## config.mk

```make
export PLATFORM = sky130hd
export DESIGN_NAME = fwd_select_unit
export DESIGN_NICKNAME = d
export VERILOG_FILES = /design/src/rtl/fwd_pkg.sv /design/src/rtl/fwd_match.sv /design/src/rtl/fwd_opnd_sel.sv /design/src/rtl/fwd_store_sel.sv /design/src/rtl/fwd_select_unit.sv
export SDC_FILE = /design/constraint.sdc
export NUM_CORES = 1
export LEC_CHECK = 0
export BUFFER_PORTS_ARGS = -buffer_cell sky130_fd_sc_hd__buf_2
export CAP_MARGIN = 25
export CORE_AREA = 2 2 39 41
export DETAILED_ROUTE_END_ITERATION = 6
export DIE_AREA = 0 0 41 43
export PLACE_DENSITY = 0.75
export SLEW_MARGIN = 20
export SYNTH_ARGS = -nofsm -noshare
export SYNTH_HDL_FRONTEND = slang
export SYNTH_SLANG_ARGS = --single-unit
export TNS_END_PERCENT = 20
```

## constraint.sdc

```tcl
create_clock -name vclk -period 1.6
set_clock_uncertainty 0.2 [all_clocks]
set_input_delay 0.32 -clock vclk [all_inputs]
set_output_delay 0.32 -clock vclk [all_outputs]
set_load 0.05 [all_outputs]
```

## src/rtl/fwd_pkg.sv

```systemverilog
package fwd_pkg;

    localparam int unsigned REG_AW = 5;
    localparam int unsigned N_OPND = 2;

    typedef enum logic [1:0] {
        SEL_XM = 2'd0,
        SEL_MW = 2'd1,
        SEL_RF = 2'd2
    } opnd_sel_e;

    // Youngest producer takes priority.
    function automatic opnd_sel_e pick_source(input logic hit_xm, input logic hit_mw);
        if (hit_xm)      return SEL_XM;
        else if (hit_mw) return SEL_MW;
        else             return SEL_RF;
    endfunction

endpackage

```

## src/rtl/fwd_match.sv

```systemverilog
module fwd_match #(
    parameter int unsigned AW = 5
) (
    input  logic [AW-1:0] src,
    input  logic [AW-1:0] dst,
    input  logic          dst_we,
    output logic          hit
);
    always_comb begin
        hit = dst_we && (dst != '0) && (src == dst);
    end
endmodule

```

## src/rtl/fwd_opnd_sel.sv

```systemverilog
module fwd_opnd_sel
    import fwd_pkg::*;
#(
    parameter int unsigned AW = 5
) (
    input  logic [AW-1:0] src,
    input  logic          xm_we,
    input  logic [AW-1:0] xm_rd,
    input  logic          mw_we,
    input  logic [AW-1:0] mw_rd,
    output opnd_sel_e     sel
);
    logic hit_xm;
    logic hit_mw;

    fwd_match #(.AW(AW)) u_xm (.src(src), .dst(xm_rd), .dst_we(xm_we), .hit(hit_xm));
    fwd_match #(.AW(AW)) u_mw (.src(src), .dst(mw_rd), .dst_we(mw_we), .hit(hit_mw));

    always_comb begin
        sel = pick_source(hit_xm, hit_mw);
    end
endmodule

```

## src/rtl/fwd_store_sel.sv

```systemverilog
module fwd_store_sel #(
    parameter int unsigned AW = 5
) (
    input  logic          is_store,
    input  logic [AW-1:0] st_rs,
    input  logic          mw_we,
    input  logic [AW-1:0] mw_rd,
    output logic          take_wb
);
    logic hit_mw;

    fwd_match #(.AW(AW)) u_mw (.src(st_rs), .dst(mw_rd), .dst_we(mw_we), .hit(hit_mw));

    always_comb begin
        take_wb = is_store && hit_mw;
    end
endmodule

```

## src/rtl/fwd_select_unit.sv

```systemverilog
module fwd_select_unit
    import fwd_pkg::*;
#(
    parameter int unsigned ADDR_W = fwd_pkg::REG_AW
) (
    input  logic              clk,
    input  logic              rst,
    input  logic [ADDR_W-1:0] ex_rs1,
    input  logic [ADDR_W-1:0] ex_rs2,
    input  logic              xm_we,
    input  logic [ADDR_W-1:0] xm_rd,
    input  logic              mw_we,
    input  logic [ADDR_W-1:0] mw_rd,
    input  logic              mem_is_store,
    input  logic [ADDR_W-1:0] mem_st_rs,
    output logic [1:0]        sel_a,
    output logic [1:0]        sel_b,
    output logic              sel_st
);
    logic [ADDR_W-1:0] opnd_src [N_OPND];
    opnd_sel_e         opnd_sel [N_OPND];

    assign opnd_src[0] = ex_rs1;
    assign opnd_src[1] = ex_rs2;

    generate
        for (genvar g = 0; g < N_OPND; g++) begin : g_opnd
            fwd_opnd_sel #(.AW(ADDR_W)) u_sel (
                .src   (opnd_src[g]),
                .xm_we (xm_we),
                .xm_rd (xm_rd),
                .mw_we (mw_we),
                .mw_rd (mw_rd),
                .sel   (opnd_sel[g])
            );
        end
    endgenerate

    assign sel_a = opnd_sel[0];
    assign sel_b = opnd_sel[1];

    fwd_store_sel #(.AW(ADDR_W)) u_store (
        .is_store (mem_is_store),
        .st_rs    (mem_st_rs),
        .mw_we    (mw_we),
        .mw_rd    (mw_rd),
        .take_wb  (sel_st)
    );

    // no unused code on either operand select
    p_legal_code_r10: assert property (@(posedge clk) disable iff (rst)
        (sel_a != 2'd3) && (sel_b != 2'd3));

    // double producer resolves to the execute/memory stage
    p_young_wins_r5: assert property (@(posedge clk) disable iff (rst)
        (xm_we && mw_we && xm_rd == mw_rd && xm_rd != '0 && ex_rs1 == xm_rd) |-> sel_a == 2'd0);

    // with no writer in flight both operands read the register file
    p_no_writer_r6: assert property (@(posedge clk) disable iff (rst)
        (!xm_we && !mw_we) |-> (sel_a == 2'd2 && sel_b == 2'd2 && !sel_st));

    // register 0 is never bypassed
    p_reg_zero_r7: assert property (@(posedge clk) disable iff (rst)
        (ex_rs1 == '0) |-> sel_a == 2'd2);

    // store bypass only for stores
    p_store_only_r9: assert property (@(posedge clk) disable iff (rst)
        !mem_is_store |-> !sel_st);

endmodule

```

==> reports/results.tsv <==
metric	value	unit
number of sequential storage elements	0	
via count of the first global-routing pass	492	
Post-Place Worst Slack	-0.638	ns
count of pins over their slew limit	0	
Internal Dissipation	114	uW
die area	1760	sq um
effective utilization at floorplan	25.0	%
max capacitance violation total	0	
critical path capture point type	output port	
footprint of the multi-input gates	400	sq um
fraction of final layout cells sized beyond drive strength 1	66.7	%
filler instances	122	
sequential cell area in the final layout	0	sq um
Slew Limit Headroom	62.6	%
part of the cycle the worst path needs	131	%
setup tns final	-2.22	ns
vertical die dimension	43	microns
synth warn	0	
syn_area_per_cell	7.85	sq um
cell family contributing the most delay on the critical path	simple AND/OR/NAND/NOR gates	
number of antenna violations at the first check in global routing	0	
# nets final	128	
critical path type	input pin to output port	
die outline width	41	microns
slew of the pin with the lowest slew margin	0.557	ns
remaining routing DRC violations	0	
total power per unit cell area	254	nW/um^2
share of total power in the clock network	0	%
ordered list of cells on the worst path	buf_6 -> or4_4 -> o21ai_4 -> or4_4 -> nor2b_4 -> buf_8	
synthesized instance count	44	
switching power	87.0	uW
net count after synthesis	74	
DRT Pass-1 Iters	4	
Placed Cells incl. Taps	111	
number of placed I/O pins	35	
number of buffers and inverters on the critical path	2	
sequential power share	0	%
Worst IR Drop VDD	115	uV
I/O Buffers	33	
minimum setup slack in the final design	-0.495	ns
Synth cell types	12	
Antenna Diode Count	0	
Seq/Total Area, Yosys	0	%
number of standard cells in the final layout excluding fillers	112	
leakage power total	0.367	nW
maximum single-stage delay on the critical path	0.53	ns
final instance area	792	sq um
wire per inst	10.9	microns
min cycle time layout	2.09	ns
maximum number of pins on one net before global-route repair	5	
final weighted congestion in routability-driven placement	0.761	
RSZ-0062 raised after global routing	true	
Fin Hold WS	0.774	ns
violated checks	negative setup slack	
Final Hold Fails	0	
Routed Antenna Nets	0	
Vias per Instance	4.48	
total routing usage reported by global routing	14.2	%
proportion of power drawn by combinational gates	100.0	%
post-place instance area	721	sq um
path class of the lowest-slack min-delay path	input pin to output port	
overall overflow remaining after global route	0	
total half-perimeter wirelength after legalization and detailed placement	1.10	mm
data arrival time of the critical path	1.57	ns
Final Setup Violations	5	
crit-path max FO	3	
via count of the routed design	502	
synth-to-layout area growth	129	%
initial DRC count	2	
Max Clk Rate	0.477	GHz
final wirelength	1.22	mm
fraction of power spent switching nets	43.3	%
required time of the critical path	1.08	ns
post-cts hold buffer count	0	
result of the run	finished, violations left	
crit path launch type	input pin	
slowest CP cell	or4_4	
number of clock buffer instances in the layout	0	
first-pass GRT wire length	1.86	mm
CORE AREA	1380	sq um
most frequent CP cell	or4_4	
synthesized cell area	345	sq um
row count	14	
-- metrics by stage --
stage               util, %  total power, mW
floorplan                 -           0.0838
global placement       52.1            0.181
detailed placement     52.1            0.187
CTS                    56.4            0.199
global route           57.2            0.217
finish                 57.2            0.201
-- cells by family (layout without fill, tap and decap cells) --
logic type | Yosys count | in the layout | share of synthesized area (%)
AO/OA/AOI/OAI | 2 | 2 | 3.98
XOR/XNOR | 25 | 25 | 63.4
buffers and inverters | 0 | 52 | 0
AND/OR/NAND/NOR | 17 | 17 | 32.6
-- path summary, 6_finish.rpt --
kind / from / to / slack [ns] / cells after the start
max: mw_rd[1] / sel_b[1] / -0.49 / 6
min: mem_is_store / sel_st / 0.77 / 4
-- power groups by stage --
stage,Clock [mW],Sequential [mW],Combinational (mW)
after CTS,0,0,0.199
after floorplan,0,0,0.0838
after global routing,0,0,0.217
final,0,0,0.201
after global placement,0,0,0.181
after detailed placement,0,0,0.187
-- placed cells by master, fill, tap and decap left out, drive strengths merged --
| master | instances |
|---|---|
| buf | 52 |
| xnor2 | 17 |
| xor2 | 8 |
| nand3 | 4 |
| or4 | 4 |
| nor4 | 2 |
| nor2 | 2 |
| nor2b | 2 |
| o21ai | 2 |
| nand4 | 1 |
| nand2 | 1 |
| nor3 | 1 |
-- final cells by class --
type                            instances  area share (%)
Multi-Input combinational cell         44            50.6
Tap cell                               16            2.53
Timing Repair Buffer                   52            46.9
-- Yosys cell counts, drive strengths merged --
cell type,n,area (sq um)
xnor2,17,149
xor2,8,70.1
nand3,4,20.0
or4,4,30.0
nor2,2,7.51
nor2b,2,27.5
nor4,2,12.5
o21ai,2,13.8
nand2,1,3.75
nand4,1,6.26
nor3,1,5.00
-- what timing repair did --
| action | CTS | global route |
|---|---|---|
| endpoints found under the hold margin | 0 | 0 |
| gates resized for setup | 16 | 3 |
| buffers inserted | 1 | 0 |
| endpoints found under the setup margin | 5 | 5 |
| pin swaps | 5 | 0 |
-- per-layer routing --
layer / up-vias / share of wire [%] / GRT usage, %
li1: 257 / - / -
met1: 228 / 40 / 18.7
met2: 17 / 55 / 25.9
met3: 0 / 5.0 / 0
met4: 0 / 0 / 0
met5: - / 0 / 0
No activity file was read; power rests on OpenSTA's default activity.
